## config.mk

```make
export PLATFORM = sky130hd
export DESIGN_NAME = stream_prefetch
export DESIGN_NICKNAME = d
export VERILOG_FILES = /design/src/rtl/sbuf_pkg.sv /design/src/rtl/sbuf_lane.sv /design/src/rtl/sbuf_lru.sv /design/src/rtl/sbuf_pick.sv /design/src/rtl/stream_prefetch.sv
export SDC_FILE = /design/constraint.sdc
export NUM_CORES = 1
export LEC_CHECK = 0
export BUFFER_PORTS_ARGS = -buffer_cell sky130_fd_sc_hd__buf_2
export CAP_MARGIN = 15
export CORE_AREA = 5 5 236 238
export DETAILED_ROUTE_END_ITERATION = 6
export DIE_AREA = 0 0 241 243
export PLACE_DENSITY = 0.76
export RECOVER_POWER = 100
export SYNTH_ARGS = -nofsm -noshare
export SYNTH_HDL_FRONTEND = slang
export SYNTH_SLANG_ARGS = --single-unit
```

## constraint.sdc

```tcl
create_clock -name clk_i -period 5.95 [get_ports clk_i]
set_input_delay 1.19 -clock clk_i [delete_from_list [all_inputs] [get_ports clk_i]]
set_output_delay 1.19 -clock clk_i [all_outputs]
set_load 0.02 [all_outputs]
```

## src/rtl/sbuf_pkg.sv

```systemverilog
package sbuf_pkg;
  localparam int unsigned SBUF_ADDR_W  = 16;
  localparam int unsigned SBUF_DATA_W  = 32;
  localparam int unsigned SBUF_NUM_BUF = 4;
  localparam int unsigned SBUF_DEPTH   = 4;  // power of two, >= 2
  localparam int unsigned SBUF_GEN_W   = 2;
endpackage

```

## src/rtl/sbuf_lane.sv

```systemverilog
module sbuf_lane #(
  parameter int unsigned DEPTH  = sbuf_pkg::SBUF_DEPTH,
  parameter int unsigned ADDR_W = sbuf_pkg::SBUF_ADDR_W,
  parameter int unsigned DATA_W = sbuf_pkg::SBUF_DATA_W,
  parameter int unsigned GEN_W  = sbuf_pkg::SBUF_GEN_W
) (
  input  logic              clk_i,
  input  logic              rst_ni,
  input  logic              alloc_i,
  input  logic [ADDR_W-1:0] alloc_addr_i,
  input  logic              pop_i,
  input  logic              issue_i,
  input  logic              rsp_we_i,
  input  logic [GEN_W-1:0]  rsp_gen_i,
  input  logic [DATA_W-1:0] rsp_data_i,
  output logic              valid_o,
  output logic [ADDR_W-1:0] head_addr_o,
  output logic              head_ready_o,
  output logic [DATA_W-1:0] head_data_o,
  output logic              need_o,
  output logic [ADDR_W-1:0] req_addr_o,
  output logic [GEN_W-1:0]  gen_o
);
  localparam int unsigned PW = $clog2(DEPTH);
  localparam int unsigned CW = $clog2(DEPTH + 1);

  logic              valid_q;
  logic [ADDR_W-1:0] base_q;   // line address of the head entry
  logic [PW-1:0]     head_q;
  logic [CW-1:0]     nreq_q;   // entries requested, counted from head
  logic [CW-1:0]     nret_q;   // entries filled, counted from head
  logic [GEN_W-1:0]  gen_q;
  logic [DATA_W-1:0] mem_q [DEPTH];
  logic              rsp_ok;
  logic [PW-1:0]     wr_idx;

  assign rsp_ok = rsp_we_i && valid_q && !alloc_i && (rsp_gen_i == gen_q);
  assign wr_idx = head_q + nret_q[PW-1:0];

  always_ff @(posedge clk_i or negedge rst_ni) begin
    if (!rst_ni) begin
      valid_q <= 1'b0;
      base_q  <= '0;
      head_q  <= '0;
      nreq_q  <= '0;
      nret_q  <= '0;
      gen_q   <= '0;
    end else if (alloc_i) begin
      valid_q <= 1'b1;
      base_q  <= alloc_addr_i + ADDR_W'(1);
      head_q  <= '0;
      nreq_q  <= '0;
      nret_q  <= '0;
      gen_q   <= gen_q + GEN_W'(1);
    end else begin
      base_q <= base_q + ADDR_W'(pop_i);
      head_q <= head_q + PW'(pop_i);
      nreq_q <= nreq_q + CW'(issue_i) - CW'(pop_i);
      nret_q <= nret_q + CW'(rsp_ok) - CW'(pop_i);
    end
  end

  always_ff @(posedge clk_i) begin
    if (rsp_ok) mem_q[wr_idx] <= rsp_data_i;
  end

  assign valid_o      = valid_q;
  assign head_addr_o  = base_q;
  assign head_ready_o = (nret_q != '0);
  assign head_data_o  = mem_q[head_q];
  assign need_o       = valid_q && (nreq_q < CW'(DEPTH));
  assign req_addr_o   = base_q + ADDR_W'(nreq_q);
  assign gen_o        = gen_q;
endmodule

```

## src/rtl/sbuf_lru.sv

```systemverilog
module sbuf_lru #(
  parameter int unsigned N = sbuf_pkg::SBUF_NUM_BUF
) (
  input  logic                 clk_i,
  input  logic                 rst_ni,
  input  logic                 touch_i,
  input  logic [$clog2(N)-1:0] touch_idx_i,
  output logic [$clog2(N)-1:0] victim_o
);
  localparam int unsigned AW = $clog2(N);

  logic [AW-1:0] age_q [N];

  for (genvar g = 0; g < N; g++) begin : g_age
    always_ff @(posedge clk_i or negedge rst_ni) begin
      if (!rst_ni)
        age_q[g] <= AW'(N - 1 - g);
      else if (touch_i) begin
        if (touch_idx_i == AW'(g))           age_q[g] <= '0;
        else if (age_q[g] < age_q[touch_idx_i]) age_q[g] <= age_q[g] + AW'(1);
      end
    end
  end

  always_comb begin
    victim_o = '0;
    for (int i = 0; i < N; i++)
      if (age_q[i] == AW'(N - 1)) victim_o = AW'(i);
  end
endmodule

```

## src/rtl/sbuf_pick.sv

```systemverilog
module sbuf_pick #(
  parameter int unsigned N = sbuf_pkg::SBUF_NUM_BUF
) (
  input  logic [N-1:0]         req_i,
  output logic                 any_o,
  output logic [$clog2(N)-1:0] idx_o
);
  always_comb begin
    any_o = 1'b0;
    idx_o = '0;
    for (int i = N - 1; i >= 0; i--)
      if (req_i[i]) begin
        any_o = 1'b1;
        idx_o = ($clog2(N))'(i);
      end
  end
endmodule

```

## src/rtl/stream_prefetch.sv

```systemverilog
module stream_prefetch #(
  parameter int unsigned ADDR_W  = sbuf_pkg::SBUF_ADDR_W,
  parameter int unsigned DATA_W  = sbuf_pkg::SBUF_DATA_W,
  parameter int unsigned NUM_BUF = sbuf_pkg::SBUF_NUM_BUF,
  parameter int unsigned DEPTH   = sbuf_pkg::SBUF_DEPTH,
  parameter int unsigned GEN_W   = sbuf_pkg::SBUF_GEN_W
) (
  input  logic                       clk_i,
  input  logic                       rst_ni,
  input  logic                       miss_valid_i,
  input  logic [ADDR_W-1:0]          miss_addr_i,
  output logic                       hit_o,
  output logic                       wait_o,
  output logic [DATA_W-1:0]          hit_data_o,
  output logic                       mem_req_valid_o,
  output logic [ADDR_W-1:0]          mem_req_addr_o,
  output logic [$clog2(NUM_BUF)-1:0] mem_req_buf_o,
  output logic [GEN_W-1:0]           mem_req_gen_o,
  input  logic                       mem_rsp_valid_i,
  input  logic [$clog2(NUM_BUF)-1:0] mem_rsp_buf_i,
  input  logic [GEN_W-1:0]           mem_rsp_gen_i,
  input  logic [DATA_W-1:0]          mem_rsp_data_i
);
  localparam int unsigned BW = $clog2(NUM_BUF);

  logic [NUM_BUF-1:0] valid, ready, need, match, need_m;
  logic [ADDR_W-1:0]  head_addr [NUM_BUF];
  logic [ADDR_W-1:0]  req_addr  [NUM_BUF];
  logic [DATA_W-1:0]  head_data [NUM_BUF];
  logic [GEN_W-1:0]   gen       [NUM_BUF];

  logic          any_match, alloc, hit, grant_any;
  logic [BW-1:0] match_idx, victim, grant_idx;

  for (genvar g = 0; g < NUM_BUF; g++) begin : g_lane
    sbuf_lane #(
      .DEPTH(DEPTH), .ADDR_W(ADDR_W), .DATA_W(DATA_W), .GEN_W(GEN_W)
    ) u_lane (
      .clk_i        (clk_i),
      .rst_ni       (rst_ni),
      .alloc_i      (alloc && (victim == BW'(g))),
      .alloc_addr_i (miss_addr_i),
      .pop_i        (hit && (match_idx == BW'(g))),
      .issue_i      (grant_any && (grant_idx == BW'(g))),
      .rsp_we_i     (mem_rsp_valid_i && (mem_rsp_buf_i == BW'(g))),
      .rsp_gen_i    (mem_rsp_gen_i),
      .rsp_data_i   (mem_rsp_data_i),
      .valid_o      (valid[g]),
      .head_addr_o  (head_addr[g]),
      .head_ready_o (ready[g]),
      .head_data_o  (head_data[g]),
      .need_o       (need[g]),
      .req_addr_o   (req_addr[g]),
      .gen_o        (gen[g])
    );
    assign match[g]  = valid[g] && (head_addr[g] == miss_addr_i);
    // a lane being restarted this cycle does not issue under its old stream
    assign need_m[g] = need[g] && !(alloc && (victim == BW'(g)));
  end

  sbuf_pick #(.N(NUM_BUF)) u_match (.req_i(match),  .any_o(any_match), .idx_o(match_idx));
  sbuf_pick #(.N(NUM_BUF)) u_arb   (.req_i(need_m), .any_o(grant_any), .idx_o(grant_idx));

  assign hit   = miss_valid_i && any_match && ready[match_idx];
  assign alloc = miss_valid_i && !any_match;

  sbuf_lru #(.N(NUM_BUF)) u_lru (
    .clk_i       (clk_i),
    .rst_ni      (rst_ni),
    .touch_i     (hit || alloc),
    .touch_idx_i (hit ? match_idx : victim),
    .victim_o    (victim)
  );

  assign hit_o           = hit;
  assign wait_o          = miss_valid_i && any_match && !ready[match_idx];
  assign hit_data_o      = head_data[match_idx];
  assign mem_req_valid_o = grant_any;
  assign mem_req_addr_o  = req_addr[grant_idx];
  assign mem_req_buf_o   = grant_idx;
  assign mem_req_gen_o   = gen[grant_idx];
endmodule

```

---- Yosys cells after proc, flatten, opt, wreduce, memory -nomap -nowiden ----
Memory sizes are Yosys's and may differ from the RTL's.
Index checks and enable logic that the tools add are counted.
storage, ports and cells
  output and inout port bits .............. 55
  bits of input ports ..................... 56
  register bits after elaboration ......... 116
  memory bits (read-only) ................. 0
  bits in writable memories ............... 512
  word-level logic and storage cells ...... 248
  latch bits .............................. 0
  memories kept ........................... 4
operators by class
  magnitude comparators ................... 12
  equality and inequality tests ........... 26
  mux-type cells .......................... 66
  shifts and indexed selects .............. 0
  $mul .................................... 0
  bitwise operators ....................... 3
  add/sub/neg operators ................... 41
  divide/modulo/power cells ............... 0
  reductions and logical operators ........ 68
memory list
  memory                  words  bits a word  read ports  clocked after Yosys merged registers in  wr ports  RTL line         source
  g_lane[0].u_lane.mem_q  4      32           1           0                                        1         sbuf_lane.sv:33  logic [DATA_W-1:0] mem_q [DEPTH];
  g_lane[1].u_lane.mem_q  4      32           1           0                                        1         sbuf_lane.sv:33
  g_lane[2].u_lane.mem_q  4      32           1           0                                        1         sbuf_lane.sv:33
  g_lane[3].u_lane.mem_q  4      32           1           0                                        1         sbuf_lane.sv:33
operators with widths
  kind                     count
  $mux W16                 6
  $add A16 B1 Y16          4
  $add A16 B3 Y16          4
  $bmux W32 S2             1
  $eq A16 B16 Y1           4
  $mux W32                 2
  $mux W2                  27
  $logic_and A1 B1 Y1      44
  $bmux W16 S2             1
  $eq A2 B2 Y1 const B     13
  $add A3 B1 Y3            8
  $mux W3                  8
  $sub A3 B1 Y3            8
  $mux W1                  18
  $add A16 B1 Y16 const B  1
  $add A2 B1 Y2 const B    8
  $lt A3 B3 Y1 const B     4
  $reduce_bool A3 Y1       4
  $eq A2 B1 Y1 const B     5
  $logic_not A2 Y1         5
  $ge A3 B3 Y1 const B     3
  $not A2 Y3               3
  $add A2 B1 Y2            4
  $add A2 B2 Y2            4
  9 further kinds          27

---- Depth between registers and ports, before layout ----
Gate-level depths: netlist (run 1).
  word-level depth ........................ 20
  depth in mapped cells ................... 18
  mapped depth without buffers ............ 17

---- Modules after synthesis ----
A second synthesis (run 1) with hierarchy kept.
second synthesis, totals
  cell total of the unflattened synthesis .. 1828
  area total of the unflattened synthesis .. 29693.5 um^2
by module, submodules not included
  module                            cells each  area each (um^2)  seq. area each (um^2)  times used
  sbuf_lane (g_lane[0].u_lane ...)  385         6691.4            4519.3                 2
  sbuf_lane (g_lane[2].u_lane)      385         6671.4            4519.3                 1
  sbuf_lane (g_lane[3].u_lane)      385         6642.6            4519.3                 1
  stream_prefetch                   192         2147.1            0.0                    1
  sbuf_lru                          82          779.5             205.2                  1
  sbuf_pick                         7           35.0              0.0                    2

---- Worst setup path before layout (run 1) ----
No wires, ideal clock.
  path kind ............................... input-to-reg
  start point ............................. input miss_addr_i[15]
  end point ............................... memory g_lane[0].u_lane.mem_q[0][0] in the netlist's numbering (enable)
  arrival time ............................ 5.270 ns
  buffers on the path ..................... 1
  cell stages on the path ................. 9
  data required time ...................... 5.489 ns
  slack ................................... 0.219 ns
  setup time .............................. 0.461 ns
  cells stage by stage .................... clkbuf_1 > xor2_1 > nor4_1 > nand3_1 > o22ai_2 > or2_2 > nor3_1 > or3_1 > nor3_1
on the way
  longest elaborated chain between the ends .. 14
  elaborated cells on any way between the ends .. 20
  those cells by class .................... eq/ne: 4; mux: 6; reduce/logical: 10
ends and longest elaborated chain
  what                                RTL line               source
  start: declaration                  stream_prefetch.sv:11  input logic [ADDR_W-1:0] miss_addr_i,
  $eq A16 B16 Y1                      stream_prefetch.sv:56  assign match[g] = valid[g] && (head_addr[g] == miss_addr_i);
  $logic_and A1 B1 Y1                 stream_prefetch.sv:56
  $mux W1 (3 in a row)                sbuf_pick.sv:12        if (req_i[i]) begin
  $mux W1 *                           sbuf_pick.sv:12
  $logic_not A1 Y1 *                  stream_prefetch.sv:65  assign alloc = miss_valid_i && !any_match;
  $logic_and A1 B1 Y1 *               stream_prefetch.sv:65
  $logic_and A1 B1 Y1 *               stream_prefetch.sv:41  .alloc_i (alloc && (victim == BW'(g))),
  $logic_not A1 Y1 *                  sbuf_lane.sv:37        assign rsp_ok = rsp_we_i && valid_q && !alloc_i && (rsp_gen_i == gen_q);
  $logic_and A1 B1 Y1 * (2 in a row)  sbuf_lane.sv:37
  $mux W1 *                           sbuf_lane.sv:64        if (rsp_ok) mem_q[wr_idx] <= rsp_data_i;
  $mux W1 (implied by the code) *     sbuf_lane.sv:64
  end: declaration                    sbuf_lane.sv:33
Mark *: on every way between the ends. The rest lies on a longest branch, timed or not.

---- Worst setup path in the final report (run 1) ----
  start point ............................. input miss_addr_i[12]
  end point ............................... output mem_req_addr_o[6]
on the way
  longest elaborated chain between the ends .. 19
  elaborated cells on any way between the ends .. 34
  those cells by class .................... eq/ne: 4; mux: 11; bitwise: 1; reduce/logical: 18
ends and longest elaborated chain
  what                                           RTL line               source
  $eq A16 B16 Y1                                 stream_prefetch.sv:56
  $logic_and A1 B1 Y1                            stream_prefetch.sv:56
  $mux W1 (3 in a row)                           sbuf_pick.sv:12
  $mux W1 *                                      sbuf_pick.sv:12
  $logic_not A1 Y1 *                             stream_prefetch.sv:65
  $logic_and A1 B1 Y1 *                          stream_prefetch.sv:65
  $logic_and A1 B1 Y1                            stream_prefetch.sv:58  assign need_m[g] = need[g] && !(alloc && (victim == BW'(g)));
  $logic_not A1 Y1                               stream_prefetch.sv:58
  $logic_and A1 B1 Y1                            stream_prefetch.sv:58
  $mux W2 (3 in a row)                           sbuf_pick.sv:12
  $mux W2 *                                      sbuf_pick.sv:12
  $not A2 Y3 (implied by the code) *             stream_prefetch.sv:79  assign mem_req_addr_o = req_addr[grant_idx];
  $bmux W16 S2 *                                 stream_prefetch.sv:79
  $mux W16 (implied by the code) * (2 in a row)  stream_prefetch.sv:79
  end: declaration                               stream_prefetch.sv:16  output logic [ADDR_W-1:0] mem_req_addr_o,
Mark *: on every way between the ends. The rest lies on a longest branch, timed or not. The select of a mux whose other input is x is not followed.

==> metrics.md, run 1 <==
| Metric | Value |
|---|---|
| Final HPWL DP | 46600 um |
| IO Count | 111 |
| Final TNS setup | 0 ps |
| FF+latch count, synth | 628 |
| Predominant post-synthesis flop cell | edfxtp_1 |
| First-pass GRT wire length | 116000 um |
| P&R area growth vs syn | 12.1% |
| Relative slew slack | -151% |
| CTS Root Cell | clkbuf_16 |
| Syn Nets | 2086 |
| CP startpoint | miss_addr_i[12] |
| Async set or reset register ratio after synthesis | 18.5% |
| Max-slew violation count | 207 |
| Drt pass-1 iters | 5 |
| Routed wire length | 77900 um |
| Row count | 85 |
| Fin. Hold Viols | 0 |
| Status | finished, violations left |
| Static Leak | 11.1 nW |
| Yosys cell types | 71 |
| Clock Sink Count | 628 |
| Worst path required time | 4760 ps |
| Post-cts resize count | 0 |
| Hold path start | g_lane[0].u_lane.gen_o[1] |
| Input/output buffers | 110 |
| CP Class | in -> out |
| Final net count | 2193 |
| Critical Path End Type | output pin |
| Final setup viols | 0 |
| Initial Util | 54.1% |
| Worst hold path class | reg -> reg |
| CTS Hold Bufs | 0 |
| FMAX | 176 MHz |
| CTS Buf Count | 66 |
| Initial antenna violation count | 7 |
| Clk_skew | 33.9 ps |
| Yosys warning count | 0 |
| Htree depth | 3 |
| Share of cells above drive strength 1 | 16.4% |
| Die Height | 243 um |
| Core box area | 0.0534 mm^2 |
| Die width | 241 um |
| EDFF count, synth | 512 |
| Residual DRC | 0 |
| Switching share of power | 33.9% |
| Post-Syn Instances | 1965 |
| Crit path arrival time | 4490 ps |
| Max Cap Violations | 5 |
| Final min period | 5680 ps |
| Critical path launch point type | input pin |
| Tcrit/Tclk final | 95.5% |
| RSZ-0062 raised after global routing | no |
| Power density cells | 414 mW/mm^2 |
| Critical R2R Launch | g_lane[2].u_lane.head_addr_o[12] |
| Sw power | 0.00455 W |
| Grt total ovfl | 0 |
| Via count | 17806 |
| Flop pwr share | 43.7% |
| Vias in the first global route | 18125 |
| Peak supply drop | 0.000329 V |
| Crit-path max FO | 11 |
| Placer congestion estimate | 0.977 |
| Logic gate share of total power | 25.8% |
| Die Area | 0.0586 mm^2 |
| Initial drt markers | 2153 |
| Clk_lat worst skew | 610 ps |
| Clock power frac | 30.5% |
| Final ANT Viol Nets | 0 |
| Hold-critical path depth | 1 |
| Drt wl/cell | 27.6 um |
| Least-Margin Pin Slew | 3760 ps |
| Reg2reg path depth | 11 |
| Clock Path Buffers | 3 |
| Post-CTS Repair Setup Buffers | 0 |
| Register clock-pin slew on the reported worst setup and hold paths | 50 ps |
| Largest net degree at the start of global routing | 66 |
| Avg Vias per Cell | 6.30 |
| TritonCTS clock tree | built |
| Syn Area/Cell | 14.7 um^2 |
| Design Power | 0.0134 W |
| Violated checks | capacitance limit, slew limit |
| Global Route Usage Sum | 26.6% |
| Mapped Area | 0.0289 mm^2 |
| Pint | 0.00887 W |
| Register area share after synthesis | 63.2% |
-- sequential cells by signal, indices dropped and copies added (netlist names) --
register	flops
g_lane.u_lane.gen_o	8
g_lane.u_lane.nret_q	12
u_lru.age_q	8
g_lane.u_lane.nreq_q	12
g_lane.u_lane.valid_o	4
g_lane.u_lane.head_addr_o	64
g_lane.u_lane.head_q	8
g_lane.u_lane.mem_q	512
-- synthesized netlist by cell type, types with 21 or more instances --
| library cell | count | share of area, % |
|---|---|---|
| nand2_1 | 145 | 1.9 |
| a21oi_1 | 30 | 0.52 |
| dfrtp_1 | 112 | 9.7 |
| nor3_1 | 22 | 0.38 |
| mux2i_1 | 35 | 1.2 |
| xor2_1 | 119 | 3.6 |
| ha_1 | 53 | 2.3 |
| inv_1 | 59 | 0.77 |
| nor2_1 | 99 | 1.3 |
| xnor2_1 | 116 | 3.5 |
| o21ai_0 | 110 | 1.9 |
| edfxtp_1 | 512 | 53 |
| clkbuf_1 | 104 | 1.4 |
| a22oi_1 | 32 | 0.83 |
| and2_1 | 21 | 0.45 |
| mux4_2 | 128 | 10 |
| nand3_1 | 49 | 0.85 |
-- critical path, stage by stage --
cell and delay [ps]:
buf_2 180, xor2_1 180, nor4_1 490, nand3_1 310, o22ai_2 420, o41ai_1 150
a21bo_2 240, o21bai_2 220, clkbuf_1 410, o21ai_0 180, buf_4 160, o21ai_0 160
buf_2 200
-- routing by layer --
layer	wire, um	up-vias	track usage (%)
met5	7	-	0
met4	2470	2	7.98
met3	7070	164	6.14
met2	37800	947	42.6
met1	30600	9127	36.9
li1	-	7566	-
-- final timing paths --
check	end	slack (ps)
max in group asynchronous	g_lane[2].u_lane.head_q[1]	1110
min reg2reg	g_lane[0].u_lane.gen_o[1]	520
max	mem_req_addr_o[6]	270
max reg2reg	g_lane[2].u_lane.mem_q[3][22]	620
min in group asynchronous	g_lane[1].u_lane.head_addr_o[12]	1890
min	g_lane[0].u_lane.gen_o[1]	520
-- cell usage in the layout, fill, tap and decap left out, types with 32 or more instances in the layout --
cell type  instances
o21ai_0          111
clkbuf_16         66
xor2_1           119
nor2_1            88
ha_1              53
buf_2             35
xnor2_1          116
mux4_2           128
nand3_1           49
inv_1             59
mux2i_1           35
a22oi_1           32
clkbuf_1         105
edfxtp_1         512
nand2_1          145
dfrtp_1          104
-- stage by stage --
stage,utilization [%],area (um^2),std cells,hold slack [ps],setup slack [ps]
global placement,57.0,30500,2698,506,420
floorplan,-,28900,1965,447,219
CTS,61.0,32600,2817,526,298
detailed placement,57.0,30500,2698,514,302
finish,60.7,32400,2825,523,268
global route,60.7,32400,2823,540,94.9
-- cell type report --
class	count	area [um^2]
clock inverters	34	415
diodes	6	15.0
clock buffers	85	1720
flip-flops and latches	628	18300
multi-input cells	1152	10000
fillers	3899	21000
well taps	696	871
repair buffers	163	853
inverters	61	229
-- power by group through the flow --
stage	Sequential, W	Clock [W]	Combinational [W]
CTS	0.00584	0.00414	0.00351
global route	0.00591	0.00434	0.00381
global placement	0.00591	0	0.00340
floorplan	0.00552	0	0.00264
detailed placement	0.00591	0	0.00348
finish	0.00587	0.00409	0.00347
-- kinds of logic after synthesis --
family | count (synthesis) | synth area share (%)
DFF | 628 | 63.2
and+or+nand+nor | 438 | 7.19
AOI/OAI and AO/OA | 246 | 5.36
xor gates and xnor gates | 235 | 7.12
buffers and inverters | 185 | 2.57
muxes | 168 | 11.4
adders and majority gates | 65 | 3.13
(Power assumes the default switching activity.)
==> run 2: changes to the inputs <==
BUFFER_PORTS_ARGS = -buffer_cell sky130_fd_sc_hd__clkbuf_2   (was -buffer_cell sky130_fd_sc_hd__buf_2)
==> metrics.md, run 2 (synthesized netlist as in run 1, its figures left out) <==
| Metric | Value |
|---|---|
| Relative slew slack | -137% (+14 points) |
| Crit path arrival time | 4550 ps (+60 ps) |
| Initial drt markers | 1833 (-15%) |
| CTS Root Cell | clkbuf_16 |
| Max FFs per register | 512 (unchanged) |
| Die Area | 0.0586 mm^2 (unchanged) |
| Routed wire length | 79000 um (+1.5%) |
| Hold path start | u_lru.age_q[5] |
| Critical Path End Type | output pin |
| Row count | 85 (unchanged) |
| Fin. Hold Viols | 0 (unchanged) |
| RSZ-0062 raised after global routing | no |
| Register clock-pin slew on the reported worst setup and hold paths | 50 ps (about the same) |
| Critical R2R Launch | g_lane[0].u_lane.head_addr_o[3] |
| Critical path launch point type | input pin |
| Htree depth | 3 (unchanged) |
| TritonCTS clock tree | built |
| Clock Path Buffers | 3 (unchanged) |
| Reg2reg path depth | 11 (unchanged) |
| Max-slew violation count | 162 (-22%) |
| CP startpoint | miss_addr_i[7] |
| CP Class | in -> out |
| Worst Hold Path EP | u_lru.age_q[5] |
| Clk_skew | 46.8 ps (+12.9 ps) |
| Grt total ovfl | 0 (unchanged) |
| Most used cell, CP | clkbuf_2 |
| R2R Setup Slk | 790 ps (+170 ps) |
| Die width | 241 um (unchanged) |
| Initial antenna violation count | 1 (-6) |
| Non-filler cells, final | 2828 (+0.11%) |
| Static Leak | 11.1 nW (+0.40%) |
| Clk_lat worst skew | 630 ps (+20 ps) |
| Post-CTS Repair Setup Buffers | 0 (unchanged) |
| Place WS | 231 ps (-70.6 ps) |
| Clock Sink Count | 628 (unchanged) |
| Violated checks | capacitance limit, slew limit |
| Final net count | 2205 (+0.55%) |
| CTS Hold Bufs | 0 (unchanged) |
| Worst hold path class | reg -> reg |
| Final Util | 60.6% (-0.075 points) |
| P&R area growth vs syn | 11.9% |
| Share of cells above drive strength 1 | 16.3% (-0.11 points) |
| Most frequent cells in the layout | 512 x edfxtp_1, 145 x nand2_1, 128 x mux4_2, 119 x xor2_1, 116 x xnor2_1 |
| Leading cell type in the layout, fill and taps excluded | edfxtp_1 |
| CP Depth | 12 (-1) |
| Via count | 17711 (-0.53%) |
| Status | finished, violations left |
| Least-Margin Pin Slew | 3560 ps (-203 ps) |
| Final ANT Viol Nets | 0 (unchanged) |
| Final TNS setup | 0 ps (unchanged) |
| Met2 Use GR | 44.9% (+2.3 points) |
| Crit-path max FO | 12 (+1) |
| FMAX | 174 MHz (-1.1%) |
| Met3 Use GR | 4.96% (-1.2 points) |
| Top delay family on crit path | compound AO/OA/AOI/OAI gates |
| Drt wl/cell | 28.0 um (+1.3%) |
| Reg-to-Reg End | g_lane[2].u_lane.mem_q[3][18] |
| Core box area | 0.0534 mm^2 (unchanged) |
| Vias in the first global route | 18163 (+0.21%) |
| Final min period | 5740 ps (+61.6 ps) |
| Final HPWL DP | 49600 um (+6.3%) |
| Placed Cells | 2712 (+0.52%) |
| Tcrit/Tclk final | 96.5% (+1.0 points) |
| Final setup viols | 0 (unchanged) |
| Power density cells | 415 mW/mm^2 (+0.26%) |
| Hold-critical path depth | 2 (+1) |
| Met1 Usage GRT | 37.8% (+0.85 points) |
| Max Cap Violations | 4 (-1) |
| Initial Util | 54.1% (unchanged) |
| Drt pass-1 iters | 6 (+1) |
| Max incr delay on CP | 640 ps (+150 ps) |
| Placer congestion estimate | 0.959 (-1.8%) |
| Largest net degree at the start of global routing | 63 (-4.5%) |
| Largest Register | g_lane.u_lane.mem_q |
| Final worst setup slack | 207 ps (-61.6 ps) |
| Die Height | 243 um (unchanged) |
| Global Route Usage Sum | 27.1% (+0.49 points) |
| Cell Chain, Critical Path | clkbuf_2 > xor2_1 > nor3_2 > buf_2 > nand3_2 > o221ai_1 > o41ai_1 > a21bo_2 > o21bai_2 > buf_4 > o311ai_0 > clkbuf_2 |
| Worst path required time | 4760 ps (about the same) |
| Peak supply drop | 0.000274 V (-17%) |
| First-pass GRT wire length | 117000 um (+1.0%) |
| Input/output buffers | 110 (unchanged) |
| Residual DRC | 0 (unchanged) |
| Critical Path Slowest Stage Cell | o41ai_1 |
| IO Count | 111 (unchanged) |
| Post-cts resize count | 0 (unchanged) |
| Avg Vias per Cell | 6.26 (-0.64%) |
| CTS Buf Count | 66 (unchanged) |
| GRT Max-Usage Layer | met2 |
| Worst Path Buf+Inv | 4 (unchanged) |
## run 2: changes by cell type in the layout (fill, tap and decap cells not counted), moves of 3 or more
cell	previous run	this run
and2_1	14	9
and2_0	8	13
nor2_1	88	93
diode_2	6	1
inv_16	0	3
clkbuf_1	105	102
nor2_4	11	6
clkbuf_2	14	55
clkinv_1	11	16
buf_2	35	1
clkbuf_8	0	3
## run 2: where the power goes
group | internal (W) | switching, W
Sequential | 0.00518 | 0.000710
Combinational | 0.00135 | 0.00215
Clock | 0.00235 | 0.00171
Total | 0.00887 | 0.00457
## run 2: stage by stage
stage               total power, W  cell area, um^2  hold WS [ps]
finish                      0.0134            32400           545
global route                0.0141            32400           559
CTS                         0.0135            32700           538
detailed placement         0.00945            30600           527
global placement           0.00935            30600           504
floorplan                  0.00817            28900           447
## run 2: worst max-delay path by stage
stage                                   end  slack (ps)
5_1_grt                   mem_req_addr_o[5]          10
4_1_cts                   mem_req_addr_o[5]         220
3_5_place_dp              mem_req_addr_o[5]         230
6_report                  mem_req_addr_o[5]         210
2_1_floorplan  g_lane[0].u_lane.mem_q[0][0]         220
3_3_place_gp              mem_req_addr_o[5]         350
## run 2: cell type report
cell class / instances / area, um^2
Tap cell: 696 / 871
Clock inverter: 33 / 362
Sequential cell: 628 / 18300
Timing Repair Buffer: 175 / 893
Multi-Input combinational cell: 1152 / 9950
Fill cell: 4012 / 21000
Clock buffer: 82 / 1760
Antenna cell: 1 / 2.50
Inverter: 61 / 229
## run 2: worst register-to-register path, stage by stage (launching register included)
cell	delay, ps
dfrtp_1	500
xor2_1	200
nor4_2	450
nand3_2	220
o221ai_1	460
or3_1	200
clkbuf_1	1180
nand3_1	420
inv_1	180
nand2_1	150
nor2_4	510
clkbuf_2	370
## run 2: metal layers
layer	vias up	routed length (um)
met4	0	1830
met1	9071	30900
met5	-	0
met2	917	39400
li1	7586	-
met3	137	6900
==> run 3: changes to the inputs <==
==> constraint.sdc (replaced) <==
create_clock -name clk_i -period 5.95 [get_ports clk_i]
set_input_delay 0.2975 -clock clk_i [delete_from_list [all_inputs] [get_ports clk_i]]
set_output_delay 0.2975 -clock clk_i [all_outputs]
set_load 0.02 [all_outputs]
==> metrics.md, run 3 (synthesized netlist as in run 1, its figures left out) <==
| Metric | Value |
|---|---|
| Multi-input logic area | 0.00994 mm^2 (about the same) |
| Peak supply drop | 0.000293 V (+6.7%) |
| Max-slew violation count | 286 (+77%) |
| Max Cap Violations | 12 (+8) |
| Critical R2R Launch | g_lane[1].u_lane.head_addr_o[10] |
| Fin area | 0.0323 mm^2 (about the same) |
| Die Area | 0.0586 mm^2 (unchanged) |
| Htree depth | 3 (unchanged) |
| CTS Buf Count | 67 (+1.5%) |
| Final HPWL DP | 46200 um (-6.8%) |
| Drt wl/cell | 27.0 um (-3.6%) |
| Row count | 85 (unchanged) |
| Switching share of power | 33.3% (-0.74 points) |
| Initial drt markers | 2054 (+12%) |
| Power density cells | 420 mW/mm^2 (+1.2%) |
| Max incr delay on CP | 1260 ps (+620 ps) |
| First-pass GRT wire length | 114000 um (-2.6%) |
| Final net count | 2186 (-0.86%) |
| CTS Root Cell | clkbuf_16 |
| Largest Register | g_lane.u_lane.mem_q |
| Status | finished, violations left |
| Worst path required time | 6190 ps (+1430 ps) |
| Grt total ovfl | 0 (unchanged) |
| TritonCTS clock tree | built |
| Core box area | 0.0534 mm^2 (unchanged) |
| R2R Setup Slk | 490 ps (-300 ps) |
| Final setup viols | 0 (unchanged) |
| Residual DRC | 0 (unchanged) |
| Reg2reg path depth | 11 (unchanged) |
| Critical path launch point type | register |
| Pint | 0.00908 W (+2.3%) |
| Logic gate share of total power | 25.3% (-0.7 points) |
| Final min period | 5460 ps (-280 ps) |
| Clock power frac | 31.9% (+1.7 points) |
| Critical Path End Type | register |
| Crit-path max FO | 35 (+23) |
| Post-cts resize count | 0 (unchanged) |
| Fin. Hold Viols | 0 (unchanged) |
| Top delay family on crit path | simple AND/OR/NAND/NOR gates |
| Die Height | 243 um (unchanged) |
| CP Depth | 11 (-1) |
| Tcrit/Tclk final | 91.8% (-4.7 points) |
| Flop pwr share | 42.8% (-1.0 points) |
| Most used cell, CP | nand3_1 |
| Most frequent cells in the layout | 512 x edfxtp_1, 145 x nand2_1, 128 x mux4_2, 119 x xor2_1, 116 x xnor2_1 |
| Clk_skew | 26.5 ps (-20.3 ps) |
| Avg Vias per Cell | 6.21 (-0.84%) |
| Leading cell type in the layout, fill and taps excluded | edfxtp_1 |
| Clk_lat worst skew | 610 ps (-20 ps) |
| Design Power | 0.0136 W (+1.2%) |
| Critical Path Slowest Stage Cell | nor2_2 |
| Routed wire length | 75800 um (-4.2%) |
| Worst Path Buf+Inv | 3 (-1) |
| Share of cells above drive strength 1 | 15.4% (-0.90 points) |
| Reg-to-Reg End | g_lane[2].u_lane.mem_q[3][0] |
| Static Leak | 11.1 nW (-0.56%) |
| Relative slew slack | -160% (-23 points) |
| Cell Chain, Critical Path | xor2_1 > nor4_1 > nand3_1 > o221ai_1 > or3_1 > buf_4 > nand3_1 > inv_1 > nand2_1 > nor2_2 > clkbuf_2 |
| Post-CTS Repair Setup Buffers | 0 (unchanged) |
| CP Class | reg -> reg |
| Register clock-pin slew on the reported worst setup and hold paths | 60 ps (about the same) |
| Sw power | 0.00452 W (-1.0%) |
| Least-Margin Pin Slew | 3910 ps (+347 ps) |
| IO Count | 111 (unchanged) |
| Die width | 241 um (unchanged) |
| Final TNS setup | 0 ps (unchanged) |
| P&R area growth vs syn | 11.9% (about the same) |
| Initial antenna violation count | 3 (+2) |
| CP endpoint | g_lane[2].u_lane.mem_q[3][0] |
| Max FFs per register | 512 (unchanged) |
| Largest net degree at the start of global routing | 67 (+6.3%) |
| RSZ-0062 raised after global routing | no |
| Final ANT Viol Nets | 0 (unchanged) |
| Input/output buffers | 110 (unchanged) |
| Via count | 17457 (-1.4%) |
| Worst hold path class | in -> reg |
| Register Area | 0.0183 mm^2 (unchanged) |
| CP startpoint | g_lane[1].u_lane.head_addr_o[10] |
| FMAX | 183 MHz (+5.1%) |
| Vias in the first global route | 17711 (-2.5%) |
| Crit path arrival time | 5710 ps (+1160 ps) |
| Violated checks | capacitance limit, slew limit |
| Clock Path Buffers | 3 (unchanged) |
| Placer congestion estimate | 0.949 (-1.1%) |
| Placed Area | 0.0303 mm^2 (-0.84%) |
| Initial Util | 54.1% (unchanged) |
| Drt pass-1 iters | 5 (-1) |
| Fillers | 3961 (-1.3%) |
| Clock Sink Count | 628 (unchanged) |
| Global Route Usage Sum | 26.2% (-0.88 points) |
==> run 3: what timing repair did <==
| action | in CTS | in global routing |
|---|---|---|
| endpoints found under the setup margin | 0 | 0 |
| hold buffers | 1 | 0 |
| endpoints found under the hold margin | 61 | 0 |
==> run 3: final cells by class <==
type / instances / area share [%]
flip-flops and latches: 628 / 56.5
clock inverters: 33 / 1.36
multi-input cells: 1152 / 30.7
repair buffers: 155 / 2.26
clock buffers: 83 / 5.69
diodes: 3 / 0.0232
well taps: 696 / 2.69
inverters: 61 / 0.708
==> run 3: power by group through the flow <==
stage	Sequential [W]	Combinational, W	Clock, W
after global routing	0.00588	0.00379	0.00460
after floorplan	0.00552	0.00264	0
after detailed placement	0.00588	0.00347	0
after global placement	0.00587	0.00341	0
after CTS	0.00580	0.00349	0.00440
final	0.00582	0.00344	0.00434
==> run 3: per-layer routing <==
layer,GRT usage [%],vias to the layer above,share of wire [%]
li1,-,7562,-
met1,36.9,8807,39
met2,42.0,938,49
met3,5.52,150,9.2
met4,7.68,0,2.9
met5,0,-,0
==> run 3: worst min-delay path by stage <==
stage	slack [ps]	start	to	cells after the start
final	160	miss_addr_i[0]	g_lane[3].u_lane.head_addr_o[0]	2
after global routing	180	miss_addr_i[0]	g_lane[3].u_lane.head_addr_o[0]	2
after CTS	50	mem_rsp_data_i[26]	g_lane[0].u_lane.mem_q[3][26]	1
after detailed placement	490	rst_ni	g_lane[1].u_lane.head_addr_o[13]	1
after floorplan	2	rst_ni	g_lane[0].u_lane.gen_o[0]	0
after global placement	470	rst_ni	g_lane[1].u_lane.head_addr_o[13]	1
==> run 3: worst register-to-register path, cell delays in order (launching register included) <==
cell and delay [ps]:
dfrtp_1 460, xor2_1 170, nor4_1 600, nand3_1 290, o221ai_1 570, or3_1 320, buf_4 350, nand3_1 220
inv_1 150, nand2_1 110, nor2_2 1260, clkbuf_2 600
==> run 3: stage by stage <==
step           setup slack, ps  hold WS (ps)  util [%]  std cells
4_1_cts                    665          51.2      61.1       2808
6_report                   487           158      60.6       2811
2_1_floorplan             1110          1.91         -       1965
3_3_place_gp              1120           465      56.8       2691
3_5_place_dp              1130           491      56.8       2691
5_1_grt                    167           177      60.6       2809
